## src/rtl/qspi_pkg.sv

```systemverilog
// Shared sizes, address map and command word layout for the queued SPI master.
// Assumes at least 8 queue entries, so the register page fits in the low address bits.
package qspi_pkg;
    parameter int unsigned QN   = 16;
    parameter int unsigned DIVW = 8;
    localparam int unsigned IW  = $clog2(QN);
    localparam int unsigned AW  = IW + 2;
    localparam int unsigned DW  = 8;

    // Register page selectors, low three address bits when addr[AW-1:AW-2] == 2'b11
    localparam logic [2:0] SEL_CTRL  = 3'd0;
    localparam logic [2:0] SEL_STAT  = 3'd1;
    localparam logic [2:0] SEL_FIRST = 3'd2;
    localparam logic [2:0] SEL_LAST  = 3'd3;
    localparam logic [2:0] SEL_LOCK  = 3'd4;
    localparam logic [2:0] SEL_DIV   = 3'd5;

    // Command entry, stored as write-data bits [3:1]; bit 0 is reserved
    typedef struct packed {
        logic lead;    // bit 3: extra half period before first edge
        logic no_sel;  // bit 2: keep chip select high for this entry
        logic cont;    // bit 1: keep chip select low into next entry
    } cmd_t;
endpackage

```

## src/rtl/qspi_regs.sv

```systemverilog
// Register file and queue stores: transmit, command and receive stores, pointers,
// control, status, lock and divider. Assumes one register access per cycle and a
// combinational read path. Most writes are refused while a run is active.
module qspi_regs
    import qspi_pkg::*;
(
    input  logic            clk,
    input  logic            rst_n,
    input  logic            wr_en,
    input  logic [AW-1:0]   addr,
    input  logic [DW-1:0]   wdata,
    output logic [DW-1:0]   rdata,
    input  logic [IW-1:0]   cur_idx,
    output logic [7:0]      cur_tx,
    output cmd_t            cur_cmd,
    input  logic            rx_we,
    input  logic [7:0]      rx_byte,
    input  logic            finish,
    output logic            go,
    output logic            spe,
    output logic            hold_after,
    output logic            lock,
    output logic [IW-1:0]   first_ptr,
    output logic [IW-1:0]   last_ptr,
    output logic [DIVW-1:0] div
);
    logic [7:0] tx_mem [QN];
    logic [7:0] rx_mem [QN];
    cmd_t       cmd_mem [QN];
    logic       done;

    logic          in_data, in_cmd, in_reg;
    logic [IW-1:0] data_idx, cmd_idx;
    logic [2:0]    sel;

    // Decode the address into store windows and register selectors
    always_comb begin
        in_data  = !addr[AW-1];
        in_cmd   = (addr[AW-1:AW-2] == 2'b10);
        in_reg   = (addr[AW-1:AW-2] == 2'b11);
        data_idx = addr[IW:1];
        cmd_idx  = addr[IW-1:0];
        sel      = addr[2:0];
        go       = wr_en && in_reg && (sel == SEL_CTRL) && !spe && wdata[0];
        cur_tx   = tx_mem[cur_idx];
        cur_cmd  = cmd_mem[cur_idx];
    end

    // Register and store updates, with run-time write protection
    always_ff @(posedge clk) begin
        if (!rst_n) begin
            for (int i = 0; i < QN; i++) begin
                tx_mem[i]  <= '0;
                rx_mem[i]  <= '0;
                cmd_mem[i] <= '0;
            end
            first_ptr  <= '0;
            last_ptr   <= '0;
            spe        <= 1'b0;
            hold_after <= 1'b0;
            done       <= 1'b0;
            lock       <= 1'b0;
            div        <= DIVW'(1);
        end else begin
            if (rx_we)
                rx_mem[cur_idx] <= rx_byte;
            if (finish) begin
                spe  <= 1'b0;
                done <= 1'b1;
            end else if (wr_en && in_reg && sel == SEL_STAT && !wdata[0]) begin
                done <= 1'b0;
            end
            if (wr_en && in_reg && sel == SEL_LOCK)
                lock <= wdata[0];
            if (wr_en && !spe) begin
                if (in_data && !addr[0])
                    tx_mem[data_idx] <= wdata;
                if (in_cmd)
                    cmd_mem[cmd_idx] <= cmd_t'(wdata[3:1]);
                if (in_reg) begin
                    case (sel)
                        SEL_CTRL:  begin spe <= wdata[0]; hold_after <= wdata[1]; end
                        SEL_FIRST: first_ptr <= wdata[IW-1:0];
                        SEL_LAST:  last_ptr  <= wdata[IW-1:0];
                        SEL_DIV:   div       <= wdata;
                        default:   ;
                    endcase
                end
            end
        end
    end

    // Read multiplexer
    always_comb begin
        rdata = '0;
        if (in_data)
            rdata = addr[0] ? rx_mem[data_idx] : tx_mem[data_idx];
        else if (in_cmd)
            rdata = DW'({cmd_mem[cmd_idx], 1'b0});
        else if (in_reg) begin
            case (sel)
                SEL_CTRL:  rdata = DW'({hold_after, spe});
                SEL_STAT:  rdata = DW'(done);
                SEL_FIRST: rdata = DW'(first_ptr);
                SEL_LAST:  rdata = DW'(last_ptr);
                SEL_LOCK:  rdata = DW'(lock);
                SEL_DIV:   rdata = div;
                default:   rdata = '0;
            endcase
        end
    end
endmodule

```

## src/rtl/qspi_shifter.sv

```systemverilog
// Byte shifter for SPI mode 0, MSB first. Assumes half >= 1. Loads a byte on
// start, clocks eight bits and raises done for one cycle after the last falling edge.
module qspi_shifter
    import qspi_pkg::*;
(
    input  logic            clk,
    input  logic            rst_n,
    input  logic            start,
    input  logic            lead,
    input  logic [7:0]      tx,
    input  logic [DIVW-1:0] half,
    input  logic            miso,
    output logic            sck,
    output logic            mosi,
    output logic            busy,
    output logic            done,
    output logic [7:0]      rx
);
    logic [DIVW-1:0] cnt;
    logic [2:0]      bitn;
    logic [7:0]      sh;
    logic            lead_q;

    // Half-period timing, edge generation and shifting
    always_ff @(posedge clk) begin
        if (!rst_n) begin
            cnt <= '0; bitn <= '0; sh <= '0; rx <= '0;
            lead_q <= 1'b0; sck <= 1'b0; busy <= 1'b0; done <= 1'b0;
        end else begin
            done <= 1'b0;
            if (!busy && start) begin
                busy   <= 1'b1;
                sh     <= tx;
                cnt    <= '0;
                bitn   <= '0;
                lead_q <= lead;
                sck    <= 1'b0;
            end else if (busy) begin
                if (cnt == half - DIVW'(1)) begin
                    cnt <= '0;
                    if (lead_q)
                        lead_q <= 1'b0;
                    else if (!sck) begin
                        sck <= 1'b1;
                        rx  <= {rx[6:0], miso};
                    end else begin
                        sck <= 1'b0;
                        if (bitn == 3'd7) begin
                            busy <= 1'b0;
                            done <= 1'b1;
                        end else begin
                            bitn <= bitn + 3'd1;
                            sh   <= {sh[6:0], 1'b0};
                        end
                    end
                end else begin
                    cnt <= cnt + DIVW'(1);
                end
            end
        end
    end

    // MOSI presents the current MSB
    always_comb mosi = sh[7];
endmodule

```

## src/rtl/qspi_sequencer.sv

```systemverilog
// Queue walker and chip-select control. Steps from the first pointer to the last
// pointer (wrapping), starts the shifter per entry, and holds or releases chip select
// from the continue bit and the hold/lock pair. Assumes half >= 1.
module qspi_sequencer
    import qspi_pkg::*;
(
    input  logic            clk,
    input  logic            rst_n,
    input  logic            go,
    input  logic [IW-1:0]   first_ptr,
    input  logic [IW-1:0]   last_ptr,
    input  cmd_t            cmd,
    input  logic            hold_after,
    input  logic            lock,
    input  logic [DIVW-1:0] half,
    input  logic            shf_done,
    output logic [IW-1:0]   ptr,
    output logic            shf_start,
    output logic            shf_lead,
    output logic            rx_we,
    output logic            finish,
    output logic            idle,
    output logic            cs_n
);
    typedef enum logic [1:0] {S_IDLE, S_LAUNCH, S_WAIT, S_GAP} state_t;
    state_t          st;
    logic            cs_on;
    logic [DIVW-1:0] gcnt;
    logic            keep;

    // Strobes derived from the current state
    always_comb begin
        shf_start = (st == S_LAUNCH);
        shf_lead  = cmd.lead;
        rx_we     = (st == S_WAIT) && shf_done;
        finish    = rx_we && (ptr == last_ptr);
        idle      = (st == S_IDLE);
        keep      = hold_after && lock;
        cs_n      = !cs_on;
    end

    // Queue stepping and chip-select state
    always_ff @(posedge clk) begin
        if (!rst_n) begin
            st <= S_IDLE; ptr <= '0; cs_on <= 1'b0; gcnt <= '0;
        end else begin
            case (st)
                S_IDLE: begin
                    if (go) begin
                        ptr <= first_ptr;
                        st  <= S_LAUNCH;
                    end else if (cs_on && !keep) begin
                        cs_on <= 1'b0;
                    end
                end
                S_LAUNCH: begin
                    cs_on <= !cmd.no_sel;
                    st    <= S_WAIT;
                end
                S_WAIT: begin
                    if (shf_done) begin
                        if (ptr == last_ptr) begin
                            st <= S_IDLE;
                            if (!keep)
                                cs_on <= 1'b0;
                        end else begin
                            ptr <= ptr + IW'(1);
                            if (cmd.cont)
                                st <= S_LAUNCH;
                            else begin
                                cs_on <= 1'b0;
                                gcnt  <= '0;
                                st    <= S_GAP;
                            end
                        end
                    end
                end
                S_GAP: begin
                    if (gcnt == half - DIVW'(1))
                        st <= S_LAUNCH;
                    else
                        gcnt <= gcnt + DIVW'(1);
                end
                default: st <= S_IDLE;
            endcase
        end
    end
endmodule

```

## src/rtl/qspi_queue_master.sv

```systemverilog
// Top level of the queued SPI master: register file, queue sequencer and byte shifter.
// Assumes a single chip select and SPI mode 0.
module qspi_queue_master
    import qspi_pkg::*;
(
    input  logic          clk,
    input  logic          rst_n,
    input  logic          reg_wr,
    input  logic [AW-1:0] reg_addr,
    input  logic [DW-1:0] reg_wdata,
    output logic [DW-1:0] reg_rdata,
    output logic          spi_sck,
    output logic          spi_mosi,
    input  logic          spi_miso,
    output logic          spi_cs_n
);
    logic            go, spe_q, hold_after, lock, rx_we, seq_finish, seq_idle;
    logic            shf_start, shf_lead, shf_busy, shf_done;
    logic [IW-1:0]   first_ptr, last_ptr, ptr;
    logic [DIVW-1:0] div, half;
    logic [7:0]      cur_tx, rx_byte;
    cmd_t            cur_cmd;

    // Clamp the divider so the half period is at least one clock
    always_comb half = (div == '0) ? DIVW'(1) : div;

    qspi_regs u_regs (
        .clk(clk), .rst_n(rst_n), .wr_en(reg_wr), .addr(reg_addr),
        .wdata(reg_wdata), .rdata(reg_rdata), .cur_idx(ptr), .cur_tx(cur_tx),
        .cur_cmd(cur_cmd), .rx_we(rx_we), .rx_byte(rx_byte), .finish(seq_finish),
        .go(go), .spe(spe_q), .hold_after(hold_after), .lock(lock),
        .first_ptr(first_ptr), .last_ptr(last_ptr), .div(div)
    );

    qspi_sequencer u_seq (
        .clk(clk), .rst_n(rst_n), .go(go), .first_ptr(first_ptr),
        .last_ptr(last_ptr), .cmd(cur_cmd), .hold_after(hold_after), .lock(lock),
        .half(half), .shf_done(shf_done), .ptr(ptr), .shf_start(shf_start),
        .shf_lead(shf_lead), .rx_we(rx_we), .finish(seq_finish), .idle(seq_idle),
        .cs_n(spi_cs_n)
    );

    qspi_shifter u_shf (
        .clk(clk), .rst_n(rst_n), .start(shf_start), .lead(shf_lead),
        .tx(cur_tx), .half(half), .miso(spi_miso), .sck(spi_sck),
        .mosi(spi_mosi), .busy(shf_busy), .done(shf_done), .rx(rx_byte)
    );
endmodule

```

## config.mk

```make
export PLATFORM = sky130hd
export DESIGN_NAME = qspi_queue_master
export DESIGN_NICKNAME = d
export VERILOG_FILES = /design/src/rtl/qspi_pkg.sv /design/src/rtl/qspi_regs.sv /design/src/rtl/qspi_shifter.sv /design/src/rtl/qspi_sequencer.sv /design/src/rtl/qspi_queue_master.sv
export SDC_FILE = /design/constraint.sdc
export NUM_CORES = 1
export LEC_CHECK = 0
export BUFFER_PORTS_ARGS = -buffer_cell sky130_fd_sc_hd__buf_2
export CAP_MARGIN = 15
export CORE_ASPECT_RATIO = 1.2
export CORE_UTILIZATION = 26
export CTS_CLUSTER_DIAMETER = 60
export DETAILED_ROUTE_END_ITERATION = 8
export GPL_TIMING_DRIVEN = 1
export PLACE_DENSITY = 0.5
export SYNTH_ARGS = -nofsm -noshare
export SYNTH_HDL_FRONTEND = slang
export SYNTH_HIERARCHICAL = 1
export SYNTH_SLANG_ARGS = --single-unit
```

## constraint.sdc

```tcl
create_clock -name clk -period 6.05 [get_ports clk]
set_input_delay 0.605 -clock clk [delete_from_list [all_inputs] [get_ports clk]]
set_output_delay 0.605 -clock clk [all_outputs]
set_load 0.01 [all_outputs]
```

==> results.cfg <==
[outcome]
status = finished clean

[timing]
layout_min_cycle_time_ps = 4490
finalHoldViolCount = 0
timing.fmax_mhz = 223
final_max_slew_viol_count = 0
tightest_slew_ps = 1120
timing.setup.tns_ps = 0
setup_viol = 0
fin_crit_sh_pct = 74.2
clock_skew_ps = 22.2
rsz0062_at_grt = no
slew_headroom_pct = 24.8

[layout]
nFillCells = 7406
area_delta_synth_final_pct = 13.3
fin_area_um2 = 22200
utilization_pct = 29.9
insertedDiodeCount = 0
multi_input_area_um2 = 8540
fin_cells = 2541
register_area_um2 = 10500
drive_gt1_share_pct = 18.8
layout.nets = 1536

[yosys]
synth.area.mux_share_pct = 18.3
synthCells = 1501
async_flop_share_pct = 0
ys_warn_count = 6
synth-seq-cells = 370
ys_types = 78
synth-adder-area-share_pct = 0.703
synth_ff_type = edfxtp_1
synth_xor_area_share_pct = 1.21
synth_edf_count = 304
synth_top_area_share_pct = 46.6
yosysTopAreaCell = edfxtp_1
synth_top_family_by_area = multiplexers
synthTopCellsByArea = edfxtp_1, mux4_2, and2_1, dfxtp_1, mux2i_1
syn_avg_cell_area_um2 = 13.0
ys_seq_area_share_pct = 53.4
synth_compound_area_share_pct = 5.44
syn-num-nets = 1530
netlist_area_um2 = 19600
synth-simple-area-share_pct = 18.0

[floorplanning]
die_w_um = 252
rows = 109
die_h_um = 303
pin_count = 29
coreArea_um2 = 74100
initial_core_util_pct = 26.4
die_area_um2 = 76400

[routing]
drt_pre_antenna_iters = 5
drt_iter0_drc = 890
routedWlPerCell_um = 22.5
drc = 0
vias_per_cell = 4.87
vias = 12376
routed_wl_mm = 57.1
route.antenna.remaining_nets = 0

[setup_path]
crit_start = u_regs/div[4]$_SDFFE_PN0P_
rrSetupSlack_ps = 1560
end_kind = register
slowest_delay_ps = 800
cp_slowest_cell = a211oi_2
worstPathCellList = nor3_1 > a21o_1 > inv_1 > ha_1 > or3b_1 > or4_1 > a2111o_1 > a211oi_2 > nand3b_1 > mux2i_1
reg2reg_depth = 10
path_buf_inv = 1
critPathCapture = u_shf/rx[2]$_SDFFE_PN0P_
critPathLaunchType = register
crit_family = simple AND/OR/NAND/NOR gates
worst-path-stages = 10
reg2reg_from = u_regs/div[4]$_SDFFE_PN0P_
critical_path_class = register to register
r2r_end = u_shf/rx[2]$_SDFFE_PN0P_
cp_max_fo = 15
crit_arrival_ps = 4990
cp_data_required_time_ps = 6550

[worst_hold_path]
min-delay-start = spi_miso
hold_class = primary input to register

[grt]
overflow = 0
antenna_found_initial = 3
grtUsageTotal_pct = 15.0
grt_max_degree = 62
grt_pass1_wl_mm = 84.9
grt_pass1_vias = 12513

[pwr]
irDropWorstVdd_v = 0.000171
p_sw_share_pct = 25.1
p_clk_share_pct = 42.2
intPower_mw = 4.66
power_density_nw_per_um2 = 281
power.leakage_nw = 7.45
seqPwrFrac_pct = 47.4
netSwitchingPower_mw = 1.56
combPwrFrac_pct = 10.4

[clock_network]
root_buffer = clkbuf_16
clock_latency_ps = 590
postCtsHoldBufs = 0
numCtsBuffers = 45
clk_path_buf_depth = 3
worst_setup_hold_path_clk_slew_ps = 60
post_cts_buffers = 0
cts_resized = 0
cts_tree = done
htreeDepth = 2
clkSinkCount = 370

[placed_design]
gp_congestion = 0.810
place_area_um2 = 20700
portBuffers = 28
place_inst = 2458
hpwl_mm = 38.7

[job]
cap_viol_max_count = 0
==> state kept, by name (all words and copies together), names as in the netlist, 4 cells and up <==
name	cells
u_seq/gcnt	8
u_regs/tx_mem	128
u_regs/first_ptr	4
u_shf/sh	8
u_seq/ptr	4
u_regs/last_ptr	4
u_regs/div	8
u_shf/rx	8
u_regs/rx_mem	128
u_shf/cnt	8
u_regs/cmd_mem	48
==> cell usage in the layout (no fill, tap or decap), types with 4 or more instances in the layout <==
master / netlist / final
and2_1: 310 / 310
edfxtp_1: 304 / 304
mux4_2: 130 / 130
nor2_1: 68 / 68
dfxtp_1: 66 / 64
mux2i_1: 60 / 60
nand2_1: 58 / 58
o21ai_0: 55 / 49
clkbuf_16: 0 / 46
nand2b_1: 35 / 35
buf_4: 15 / 33
nor3_1: 31 / 31
a21oi_1: 30 / 30
nor2b_1: 28 / 28
buf_2: 15 / 26
nand3_1: 23 / 23
inv_1: 22 / 22
xor2_1: 14 / 14
xnor2_1: 13 / 13
o21ai_1: 6 / 12
clkbuf_1: 63 / 11
ha_1: 11 / 11
clkinv_2: 0 / 9
nand4_1: 9 / 9
o22ai_1: 8 / 8
a21o_1: 7 / 7
clkbuf_8: 0 / 6
and3_1: 6 / 6
nor3_2: 6 / 6
nand3b_1: 5 / 5
a211oi_1: 5 / 5
nor4_1: 5 / 5
a22oi_1: 4 / 4
mux2_2: 4 / 4
or3_1: 4 / 4
a31oi_1: 4 / 4
o21a_1: 4 / 4
==> kinds of logic (layout without fill, tap and decap cells) <==
logic type / count (synthesis) / in the layout
buffers and inverters: 126 / 167
adder cells (fa/ha/maj): 11 / 11
flip-flops: 370 / 370
AND/OR/NAND/NOR: 610 / 610
XOR/XNOR: 27 / 27
multiplexers: 194 / 194
AO/OA/AOI/OAI: 163 / 163
==> stage by stage <==
| step | setup WS (ps) | hold WS, ps | total power [mW] |
|---|---|---|---|
| 3_5_place_dp | 1590 | 479 | 3.65 |
| 5_1_grt | 1290 | 321 | 6.42 |
| 2_1_floorplan | 3020 | 452 | 3.40 |
| 3_3_place_gp | 1610 | 461 | 3.64 |
| 6_report | 1560 | 306 | 6.22 |
| 4_1_cts | 1580 | 277 | 6.29 |
==> worst reg2reg max path: cells and delay by family, from the launching register on <==
family | cells | cell delay [ps]
AO/OA/AOI/OAI | 3 | 1540
adder cells (fa/ha/maj) | 1 | 170
buffers and inverters | 1 | 90
flip-flops | 1 | 650
multiplexers | 1 | 360
AND/OR/NAND/NOR | 4 | 1630
==> power by group through the flow <==
| stage | registers (mW) | logic (mW) | clock network (mW) |
|---|---|---|---|
| finish | 2.95 | 0.645 | 2.63 |
| CTS | 2.95 | 0.652 | 2.69 |
| floorplan | 2.96 | 0.440 | 0 |
| global route | 2.96 | 0.685 | 2.77 |
| detailed placement | 3.00 | 0.650 | 0 |
| global placement | 3.00 | 0.644 | 0 |
==> Yosys cell counts (all sizes together), types with 7 or more instances <==
library cell / n
nor2: 69
clkbuf: 63
ha: 11
a21oi: 30
nor2b: 28
inv: 23
nor3: 37
o21ai: 63
nand2: 58
mux2i: 60
o22ai: 8
mux4: 130
xnor2: 13
nand2b: 36
xor2: 14
dfxtp: 66
nor4: 7
a21o: 7
edfxtp: 304
nand3: 23
nand4: 9
buf: 39
and2: 310
==> per-layer routing <==
| metal | part of all wire, % | GRT usage, % |
|---|---|---|
| met5 | 0.023 | 0 |
| met4 | 1.9 | 3.88 |
| met3 | 4.0 | 1.94 |
| met2 | 51 | 26.3 |
| met1 | 44 | 19.4 |
==> final cells by class <==
class	count	share of cell area, %
multi-input cells	1005	38.5
inverters	24	0.406
clock buffers	63	5.75
clock inverters	19	0.700
well taps	999	5.64
repair buffers	61	1.82
flip-flops and latches	370	47.2
==> worst min-delay path by stage <==
stage | endpoint | slack [ps] | depth (start not counted)
final | u_shf/rx[0]$_SDFFE_PN0P_ | 310 | 3
after global routing | u_shf/rx[0]$_SDFFE_PN0P_ | 320 | 3
after CTS | u_shf/rx[0]$_SDFFE_PN0P_ | 280 | 3
after detailed placement | u_shf/bitn[2]$_SDFFE_PP0P_ | 480 | 2
after global placement | u_shf/lead_q$_SDFFE_PN0P_ | 460 | 2
after floorplan | u_shf/lead_q$_SDFFE_PN0P_ | 450 | 2
Note: power is estimated with default switching activity, not from simulation.
